<file path="config.mk">
export PLATFORM = sky130hd
export DESIGN_NAME = irq_status_ctrl
export DESIGN_NICKNAME = d
export VERILOG_FILES = /design/src/rtl/irq_status_pkg.sv /design/src/rtl/ctrl_reg.sv /design/src/rtl/sig_change_det.sv /design/src/rtl/sticky_bank.sv /design/src/rtl/irq_status_ctrl.sv
export SDC_FILE = /design/constraint.sdc
export NUM_CORES = 1
export LEC_CHECK = 0
export CORE_ASPECT_RATIO = 1.75
export CORE_UTILIZATION = 36
export DETAILED_ROUTE_END_ITERATION = 10
export HOLD_SLACK_MARGIN = 0.1
export PLACE_DENSITY = 0.73
export SLEW_MARGIN = 20
export SYNTH_ARGS = -nofsm -noshare
export SYNTH_HDL_FRONTEND = slang
export SYNTH_SLANG_ARGS = --single-unit
</file>
<file path="constraint.sdc">
create_clock -name clk -period 1 [get_ports clk]
set_input_delay 0.2 -clock clk [delete_from_list [all_inputs] [get_ports clk]]
set_output_delay 0.2 -clock clk [all_outputs]
set_load 0.02 [all_outputs]
</file>
<file path="src/rtl/irq_status_pkg.sv">
package irq_status_pkg;

    localparam int DATA_W  = 8;
    localparam int NUM_EV  = 6;

    // Configuration byte, bit 7 first
    typedef struct packed {
        logic clk_x2;
        logic discard_err;
        logic err_only_irq;
        logic par_chk;
        logic discard_idle;
        logic tx_halt;
        logic byte_mode;
        logic irq_en;
    } ctrl_t;

    localparam logic [DATA_W-1:0] CTRL_RST = 8'h49;

    // Flag register bit positions
    localparam int ST_OVF      = 0;
    localparam int ST_SYM      = 1;
    localparam int ST_SIG_CHG  = 2;
    localparam int ST_TXPAR    = 3;
    localparam int ST_SHORT    = 4;
    localparam int ST_HEC      = 5;

    localparam int OFS_CTRL = 0;
    localparam int OFS_STAT = 1;

    function automatic logic [DATA_W-1:0] pack_status(
        input logic [NUM_EV-1:0] sticky,
        input logic              live_bad
    );
        return {1'b0, live_bad, sticky};
    endfunction

    function automatic logic cell_err_pending(input logic [NUM_EV-1:0] s);
        return s[ST_HEC] | s[ST_SHORT];
    endfunction

endpackage

</file>
<file path="src/rtl/ctrl_reg.sv">
module ctrl_reg
    import irq_status_pkg::*;
#(
    parameter logic [DATA_W-1:0] RST_VAL = CTRL_RST
) (
    input  logic              clk,
    input  logic              rst,
    input  logic              wr_en,
    input  logic [DATA_W-1:0] wdata,
    output ctrl_t             ctrl_o
);

    always_ff @(posedge clk) begin
        if (rst)        ctrl_o <= ctrl_t'(RST_VAL);
        else if (wr_en) ctrl_o <= ctrl_t'(wdata);
    end


    ctrl_hold_chk: assert property (@(posedge clk) disable iff (rst)
        !wr_en |=> ctrl_o == $past(ctrl_o));

endmodule

</file>
<file path="src/rtl/sig_change_det.sv">
module sig_change_det (
    input  logic clk,
    input  logic rst,
    input  logic level_i,
    output logic chg_o
);

    logic prev_q;

    always_ff @(posedge clk) begin
        prev_q <= level_i;
    end

    assign chg_o = !rst && (prev_q != level_i);

endmodule

</file>
<file path="src/rtl/sticky_bank.sv">
module sticky_bank #(
    parameter int N = 6
) (
    input  logic         clk,
    input  logic         rst,
    input  logic [N-1:0] set_i,
    input  logic         clr_i,
    output logic [N-1:0] sticky_o
);

    for (genvar b = 0; b < N; b++) begin : g_bit
        always_ff @(posedge clk) begin
            if (rst)             sticky_o[b] <= 1'b0;
            else if (set_i[b])   sticky_o[b] <= 1'b1;
            else if (clr_i)      sticky_o[b] <= 1'b0;
        end
    end


    sticky_hold_chk: assert property (@(posedge clk) disable iff (rst)
        !clr_i |=> ((sticky_o & $past(sticky_o)) == $past(sticky_o)));


    event_not_lost_chk: assert property (@(posedge clk) disable iff (rst)
        (|set_i) |=> ((sticky_o & $past(set_i)) == $past(set_i)));


    clear_done_chk: assert property (@(posedge clk) disable iff (rst)
        (clr_i && set_i == '0) |=> sticky_o == '0);

endmodule

</file>
<file path="src/rtl/irq_status_ctrl.sv">
module irq_status_ctrl
    import irq_status_pkg::*;
#(
    parameter int ADDR_W = 2
) (
    input  logic              clk,
    input  logic              rst,
    input  logic [ADDR_W-1:0] bus_addr,
    input  logic              bus_rd,
    input  logic              bus_wr,
    input  logic [DATA_W-1:0] bus_wdata,
    output logic [DATA_W-1:0] bus_rdata,
    input  logic              ev_hec_err,
    input  logic              ev_short_cell,
    input  logic              ev_tx_par_err,
    input  logic              ev_sym_err,
    input  logic              ev_rx_ovf,
    input  logic              sig_bad,
    output logic              irq_n,
    output logic              cfg_clk_x2,
    output logic              cfg_discard_err,
    output logic              cfg_err_only_irq,
    output logic              cfg_par_chk,
    output logic              cfg_discard_idle,
    output logic              cfg_tx_halt,
    output logic              cfg_byte_mode,
    output logic              cfg_irq_en
);

    ctrl_t             ctrl_q;
    logic              sel_ctrl, sel_stat;
    logic              sig_chg;
    logic [NUM_EV-1:0] ev_set;
    logic [NUM_EV-1:0] sticky;
    logic              irq_req;

    assign sel_ctrl = (bus_addr == ADDR_W'(OFS_CTRL));
    assign sel_stat = (bus_addr == ADDR_W'(OFS_STAT));

    ctrl_reg #(.RST_VAL(CTRL_RST)) u_ctrl (
        .clk    (clk),
        .rst    (rst),
        .wr_en  (bus_wr && sel_ctrl),
        .wdata  (bus_wdata),
        .ctrl_o (ctrl_q)
    );

    sig_change_det u_sigdet (
        .clk     (clk),
        .rst     (rst),
        .level_i (sig_bad),
        .chg_o   (sig_chg)
    );

    always_comb begin
        ev_set             = '0;
        ev_set[ST_OVF]     = ev_rx_ovf;
        ev_set[ST_SYM]     = ev_sym_err;
        ev_set[ST_SIG_CHG] = sig_chg;
        ev_set[ST_TXPAR]   = ev_tx_par_err && ctrl_q.par_chk;
        ev_set[ST_SHORT]   = ev_short_cell;
        ev_set[ST_HEC]     = ev_hec_err;
    end

    sticky_bank #(.N(NUM_EV)) u_sticky (
        .clk      (clk),
        .rst      (rst),
        .set_i    (ev_set),
        .clr_i    (bus_rd && sel_stat),
        .sticky_o (sticky)
    );

    always_comb begin
        if (sel_ctrl)      bus_rdata = ctrl_q;
        else if (sel_stat) bus_rdata = pack_status(sticky, sig_bad);
        else               bus_rdata = '0;
    end

    assign irq_req = ctrl_q.irq_en &&
                     (ctrl_q.err_only_irq ? cell_err_pending(sticky) : (|sticky));

    always_ff @(posedge clk) begin
        if (rst) irq_n <= 1'b1;
        else     irq_n <= !irq_req;
    end

    assign cfg_clk_x2       = ctrl_q.clk_x2;
    assign cfg_discard_err  = ctrl_q.discard_err;
    assign cfg_err_only_irq = ctrl_q.err_only_irq;
    assign cfg_par_chk      = ctrl_q.par_chk;
    assign cfg_discard_idle = ctrl_q.discard_idle;
    assign cfg_tx_halt      = ctrl_q.tx_halt;
    assign cfg_byte_mode    = ctrl_q.byte_mode;
    assign cfg_irq_en       = ctrl_q.irq_en;


    sig_edge_chk: assert property (@(posedge clk) disable iff (rst)
        (sig_bad != $past(sig_bad)) |=> sticky[ST_SIG_CHG]);


    parity_gate_chk: assert property (@(posedge clk) disable iff (rst)
        (!cfg_par_chk && !sticky[ST_TXPAR]) |=> !sticky[ST_TXPAR]);


    irq_mask_chk: assert property (@(posedge clk) disable iff (rst)
        !cfg_irq_en |=> irq_n);


    cell_only_chk: assert property (@(posedge clk) disable iff (rst)
        (cfg_irq_en && cfg_err_only_irq && !sticky[ST_HEC] && !sticky[ST_SHORT]) |=> irq_n);


    stat_wr_ignored_chk: assert property (@(posedge clk) disable iff (rst)
        (bus_wr && !sel_ctrl && !bus_rd && ev_set == '0) |=> sticky == $past(sticky));

endmodule

</file>
==> impl_metrics.toml, run 1 <==
[outcome]
outcome = "finished, violations left"
violations = "negative setup slack"

[route]
routed_wl_um = 2330
drt-met1-wl_um = 909
ant_nets = 0
met3_length_um = 57
dr.first_iter.drc_count = 17
drcViolationCount = 0
highest_layer = "met4"
firstDrtPassIters = 2
wl_per_cell_um = 13.6
vias_per_cell = 4.74
num_vias = 811
wl_met2_um = 1320

[cts]
path_clk_slew_ns = 0.10
cts_made_buffers = 3
clk_latency_ns = 0.28
cts_root_buffer = "clkbuf_4"
cts.sinks = 16
postCtsHoldBufs = 0
cts_buffer_depth = 2
cts_tree = "yes"
cts_max_level = 1

[worst_setup_path]
worstReg2RegEnd = "irq_n$_SDFF_PP1_"
worstPathMaxFanout = 2
worstPathArrival_ns = 1.02
start_kind = "flip-flop"
r2r_setup_slack_ns = -0.14
crit_type = "flip-flop to output port"
rr_worst_depth = 4
cp.required_ns = 0.80
r2r_start = "u_ctrl.ctrl_o[0]$_SDFFE_PP1P_"
cp-end-kind = "output port"

[timing]
finalCriticalPeriod_ns = 1.22
rsz0062_at_grt = "true"
timing.slew.headroom_pct = 82.7
layout_setup_ws_ns = -0.220
worstMarginPinSlew_ns = 0.257
drv_slew = 0
fmax_mhz = 819
setup_violations = 17
whs_ns = 0.271
fin_skew_ns = 0.00221
hold_violations = 0
finalCritPeriodShare_pct = 122

[global_routing]
grt_max_degree = 17
track_usage_pct = 20.7
grt_pass1_vias = 846
antenna_found_initial = 0
grt-ovfl-total = 0
grt_pass1_wl_um = 3730

[min_path]
hold_path_depth = 2
min_to = "irq_n$_SDFF_PP1_"
min_from = "rst"
hold_class = "input port to flip-flop"

[die]
design.die.area_um2 = 2500
pin_count = 37
core_um2 = 2120
die_w_um = 38.2
initial_utilization_pct = 39.0
die_h_um = 65.4
rows = 22

[synthesis]
seq_area_frac_synth_pct = 38.8
yosys_warnings = 0
synth_cell_types = 19
syn_avg_cell_area_um2 = 9.49
ys_seq_elements = 16
synthCells = 87
syn_nets = 107
synth.cell_area_um2 = 826

[flow_run]
cap_viol_max_count = 0

[power_and_ir_drop]
p_per_area_nw_per_um2 = 1030
p_leak_nw = 0.688
totalPowerFinal_mw = 1.55
peakVddDrop_mv = 0.879

[placed_design]
placedCellCount = 161
port-buffer-count = 36
place_area_um2 = 1350
place.gp.congestion = 0.791

[layout]
fin_nets = 168
drive_above_1_share_pct = 51.0
final_cell_area_um2 = 1510
fin_util_pct = 71.3
nFillCells = 142
diodes = 0
syn2layout_area_growth_pct = 82.9
final_cells = 171
## worst max path at each step
| stage | depth (start not counted) | start | slack (ns) | to |
|---|---|---|---|---|
| after floorplan | 1 | u_ctrl.ctrl_o[7]$_SDFFE_PP0P_ | -0.009 | bus_rdata[7] |
| after global placement | 5 | bus_addr[0] | -0.86 | bus_rdata[1] |
| after detailed placement | 5 | bus_addr[0] | -0.90 | bus_rdata[3] |
| after CTS | 3 | u_sticky.sticky_o[5]$_SDFFE_PP0P_ | -0.17 | bus_rdata[5] |
| after global routing | 3 | u_ctrl.ctrl_o[2]$_SDFFE_PP0P_ | -0.24 | bus_rdata[2] |
| final | 2 | u_ctrl.ctrl_o[7]$_SDFFE_PP0P_ | -0.22 | bus_rdata[7] |
## sequential cells by signal, summed over array words and instances, names as in the netlist
name,cells
irq_n,1
u_sigdet.prev_q,1
u_ctrl.ctrl_o,8
u_sticky.sticky_o,6
## metal layers
metal | vias up | global-route usage, %
li1 | 408 | -
met1 | 379 | 22.6
met2 | 18 | 38.1
met3 | 6 | 2.70
met4 | 0 | 7.14
met5 | - | 0
## cell usage in the layout (no fill, tap or decap), types with 2 or more instances in the layout
master	instances
dfxtp_1	3
nor3b_2	2
o22ai_2	3
nand2b_1	16
mux2i_1	13
clkbuf_4	3
inv_1	5
buf_2	3
buf_4	15
dfxtp_2	12
nor2_1	9
o22ai_1	3
dlymetal6s2s_1	2
buf_6	25
nor2_2	5
clkdlybuf4s50_1	14
## timing repair
action,in CTS,in global routing
pin swaps,2,1
cloned,1,0
buffers inserted,4,2
gates resized for setup,128,7
endpoints found under the setup margin,32,26
## cells by family after synthesis
group           count (synthesis)  share of synthesized area, %
flops                          16                          38.8
buf+inv                        12                          9.70
compound gates                  7                          8.03
mux                            15                          18.2
simple gates                   36                          24.2
xor+xnor                        1                          1.06
## layout make-up
type | instances | area, um^2 | area share [%]
flip-flops and latches | 16 | 339 | 22.5
well taps | 24 | 30.0 | 1.99
clock buffers | 4 | 26.3 | 1.74
repair buffers | 63 | 636 | 42.1
inverters | 5 | 18.8 | 1.24
multi-input cells | 59 | 460 | 30.5
## power breakdown
group / switching [mW] / internal [mW]
clock: 0.215 / 0.155
combinational: 0.193 / 0.283
sequential: 0.0238 / 0.682
## cell usage after synthesis
| library cell | n | share of area [%] |
|---|---|---|
| dfxtp_1 | 16 | 39 |
| nand2b_1 | 16 | 12 |
| mux2i_1 | 15 | 18 |
| nor2_1 | 14 | 6.4 |
| inv_1 | 5 | 2.3 |
| buf_6 | 4 | 5.5 |
| o22ai_1 | 3 | 2.3 |
| o22ai_2 | 3 | 4.5 |
| and3b_1 | 1 | 1.1 |
| buf_2 | 1 | 0.61 |
| buf_4 | 1 | 0.91 |
| clkbuf_1 | 1 | 0.45 |
| nand2_1 | 1 | 0.45 |
| nor3b_1 | 1 | 0.91 |
| nor3b_2 | 1 | 1.5 |
| nor4_1 | 1 | 0.76 |
| o32a_1 | 1 | 1.2 |
| or3b_1 | 1 | 1.1 |
| xnor2_1 | 1 | 1.1 |
## per-stage QoR
stage / worst slack [ns] / setup TNS (ns)
6_report: -0.220 / -1.94
5_1_grt: -0.243 / -2.55
4_1_cts: -0.174 / -1.86
3_5_place_dp: -0.902 / -16.50
3_3_place_gp: -0.858 / -16.02
2_1_floorplan: -0.00903 / -0.00903
## worst max-delay path: stages (launching register included)
cell	delay, ns
dfxtp_2	0.35
nor3b_2	0.20
buf_4	0.18
Power figures use the tool's default switching activity.
==> run 2, diff against run 1 <==
--- a/config.mk
+++ b/config.mk
@@ -5,6 +5,7 @@
 export SDC_FILE = /design/constraint.sdc
 export NUM_CORES = 1
 export LEC_CHECK = 0
+export CAP_MARGIN = 20
 export CORE_ASPECT_RATIO = 1.75
 export CORE_UTILIZATION = 36
 export DETAILED_ROUTE_END_ITERATION = 10
==> results of run 2 <==
The final DEF is identical to that of run 1; final timing and power are the same.
==> run 3, diff against run 2 <==
--- a/config.mk
+++ b/config.mk
@@ -6,12 +6,12 @@
 export NUM_CORES = 1
 export LEC_CHECK = 0
 export CAP_MARGIN = 20
-export CORE_ASPECT_RATIO = 1.75
-export CORE_UTILIZATION = 36
+export CORE_UTILIZATION = 34
 export DETAILED_ROUTE_END_ITERATION = 10
-export HOLD_SLACK_MARGIN = 0.1
+export HOLD_SLACK_MARGIN = 0.03
 export PLACE_DENSITY = 0.73
 export SLEW_MARGIN = 20
 export SYNTH_ARGS = -nofsm -noshare
 export SYNTH_HDL_FRONTEND = slang
+export SYNTH_HIERARCHICAL = 1
 export SYNTH_SLANG_ARGS = --single-unit
==> impl_metrics.toml, run 3 <==
[power_and_ir_drop]
intPower_mw = 1.13
switching_power_uw = 414
peakVddDrop_mv = 0.723
combPwrFrac_pct = 32.3
power_frac_seq_pct = 45.0
p_leak_nw = 0.741
totalPowerFinal_mw = 1.55
p_per_area_nw_per_um2 = 999
clkPwrFrac_pct = 22.7
power_switching_share_pct = 26.7

[worst_setup_path]
start_kind = "flip-flop"
crit_type = "flip-flop to output port"
cp.required_ns = 0.80
cp.depth = 3
crit_chain = "mux2i_1, nor2_1, buf_4"
r2r_start = "u_ctrl/ctrl_o[5]$_SDFFE_PP0P_"
crit_start = "u_ctrl/ctrl_o[0]$_SDFFE_PP1P_"
worstPathMaxFanout = 2
cpLargestDelayFamily = "flip-flops"
crit_slowest_cell = "dfxtp_4"
slowest_delay_ns = 0.35
path_buf_inv = 1
rr_worst_depth = 3
cp-end-kind = "output port"
worstPathArrival_ns = 0.99

[global_routing]
grt_max_degree = 11
grt-ovfl-total = 0
grt_pass1_vias = 901
antenna_found_initial = 0
track_usage_pct = 22.8
grt_pass1_wl_um = 4080

[timing]
rsz0062_at_grt = "true"
drv_slew = 0
setup_violations = 25
fmax_mhz = 841
fin_skew_ns = 0.00924
finalCritPeriodShare_pct = 119
whs_ns = 0.310
timing.slew.headroom_pct = 86.6
layout_setup_ws_ns = -0.189
worstMarginPinSlew_ns = 0.200
hold_violations = 0
finalCriticalPeriod_ns = 1.19

[cts]
cts_max_level = 1
cts.sinks = 16
cts_made_buffers = 3
cts_tree = "yes"
path_clk_slew_ns = 0.10
postCtsHoldBufs = 0
cts_root_buffer = "clkbuf_4"
clk_latency_ns = 0.28
cts_buffer_depth = 2

[route]
met3_length_um = 104
dr.first_iter.drc_count = 17
firstDrtPassIters = 4
num_vias = 856
vias_per_cell = 4.78
wl_met2_um = 1320
drcViolationCount = 0
routed_wl_um = 2420
drt-met1-wl_um = 956
highest_layer = "met4"
ant_nets = 0
wl_per_cell_um = 13.5

[die]
initial_utilization_pct = 36.8
die_h_um = 48.3
design.die.area_um2 = 2330
core_um2 = 1980
die_w_um = 48.3
rows = 16
pin_count = 37

[min_path]
hold_path_depth = 2
min_from = "sig_bad"
hold_class = "input port to flip-flop"

[layout]
largest_register_ffs = 8
drive_above_1_share_pct = 51.3
multi_input_area_um2 = 404
nFillCells = 139
fin_nets = 173
regMostFlops = "u_ctrl/ctrl_o"
largestRegisters = "u_ctrl/ctrl_o (8), u_sticky/sticky_o (6)"
seqCellArea_um2 = 338
diodes = 0
final_cell_area_um2 = 1550
final_common_cell = "buf_4"
layout_common_cells = "buf_4 (30), buf_6 (18), clkdlybuf4s50_1 (15)"
syn2layout_area_growth_pct = 112

[placed_design]
dp_hpwl_um = 1580
place.gp.congestion = 0.794
place_area_um2 = 1330
port-buffer-count = 36
dp_slack_ns = -0.879

[synthesis]
syn_nets = 99
synth-edff-count = 0
syn_avg_cell_area_um2 = 9.23
yosys-top-cells-count = "dfxtp_1 (16), nor2_1 (14), mux2i_1 (12)"
yosysTopAreaCellShare_pct = 43.9
synth_area_leader_cell = "dfxtp_1"
synth_area_leaders = "dfxtp_1 (44%), mux2i_1 (16%), nor2_1 (7.2%)"
ys_async_sr_fraction_pct = 0
ys_seq_elements = 16
yosys_warnings = 6
synth_cell_types = 20
seq_area_frac_synth_pct = 43.9
synth.cell_area_um2 = 729
synthCells = 79
synth_ff_type = "dfxtp_1"
yosys.cell_count.top_type = "dfxtp_1"

[outcome]
outcome = "finished, violations left"
violations = "negative setup slack"

[flow_run]
cap_viol_max_count = 0
## run 3: cell types whose count changed after synthesis, moves of 2 or more
| cell | change |
|---|---|
| o22ai_1 | -3 |
| nor2b_2 | +2 |
| inv_1 | +2 |
| mux2i_1 | -3 |
| a21oi_1 | +6 |
| a211o_1 | +3 |
| o22ai_2 | -3 |
| buf_6 | -3 |
| nand2b_1 | -10 |
## run 3: worst register-to-register path: cells and delay by family (launching register included)
kind	cells	cell delay [ns]
flip-flops	1	0.33
buffers and inverters	1	0.14
AO/OA/AOI/OAI	1	0.16
AND/OR/NAND/NOR	1	0.35
## run 3: kinds of logic after synthesis
family | Yosys count | synth area share [%]
compound gates | 10 | 9.09
simple gates | 29 | 22.0
flops | 16 | 43.9
mux | 12 | 16.5
buf+inv | 11 | 7.38
xor+xnor | 1 | 1.20
## run 3: what timing repair did
| action | 4_1_cts | 5_1_grt |
|---|---|---|
| resized for setup | 121 | 10 |
| setup buffers | 10 | 3 |
| gates cloned | 2 | 0 |
| pin swaps | 4 | 2 |
| setup endpoints to repair | 32 | 25 |
## run 3: worst paths after layout
check,slack [ns],end
hold reg to reg,0.60,u_ctrl/ctrl_o[7]$_SDFFE_PP0P_
setup reg to reg,-0.08,irq_n$_SDFF_PP1_
setup / recovery,-0.19,bus_rdata[0]
hold / removal,0.31,u_sigdet/prev_q$_DFF_P_
## run 3: per-layer routing
layer  vias to the layer above  track usage [%]
met1                       408             24.3
li1                        412                -
met3                         4             3.77
met4                         0             5.88
met2                        32             45.5
met5                         -                0
## run 3: power by group through the flow
stage	Sequential, mW	Combinational (mW)	Clock (mW)
6_report	0.697	0.500	0.351
5_1_grt	0.701	0.531	0.394
4_1_cts	0.694	0.471	0.357
3_5_place_dp	0.705	0.420	0
3_3_place_gp	0.703	0.408	0
2_1_floorplan	0.732	0.157	0
## run 3: final cells by class
class,instances,share of cell area [%]
Inverter,7,1.70
Multi-Input combinational cell,52,26.1
Sequential cell,16,21.8
Timing Repair Buffer,73,46.5
Clock buffer,4,1.70
Tap cell,27,2.18
## run 3: stage by stage
stage                     utilization, %  std cells  setup TNS [ns]
final                               78.2        179           -2.41
after global routing                78.2        179           -3.34
after CTS                           75.8        177           -2.28
after detailed placement            66.9        161          -17.42
after global placement              66.9        161          -16.84
after floorplan                        -         79          -0.440
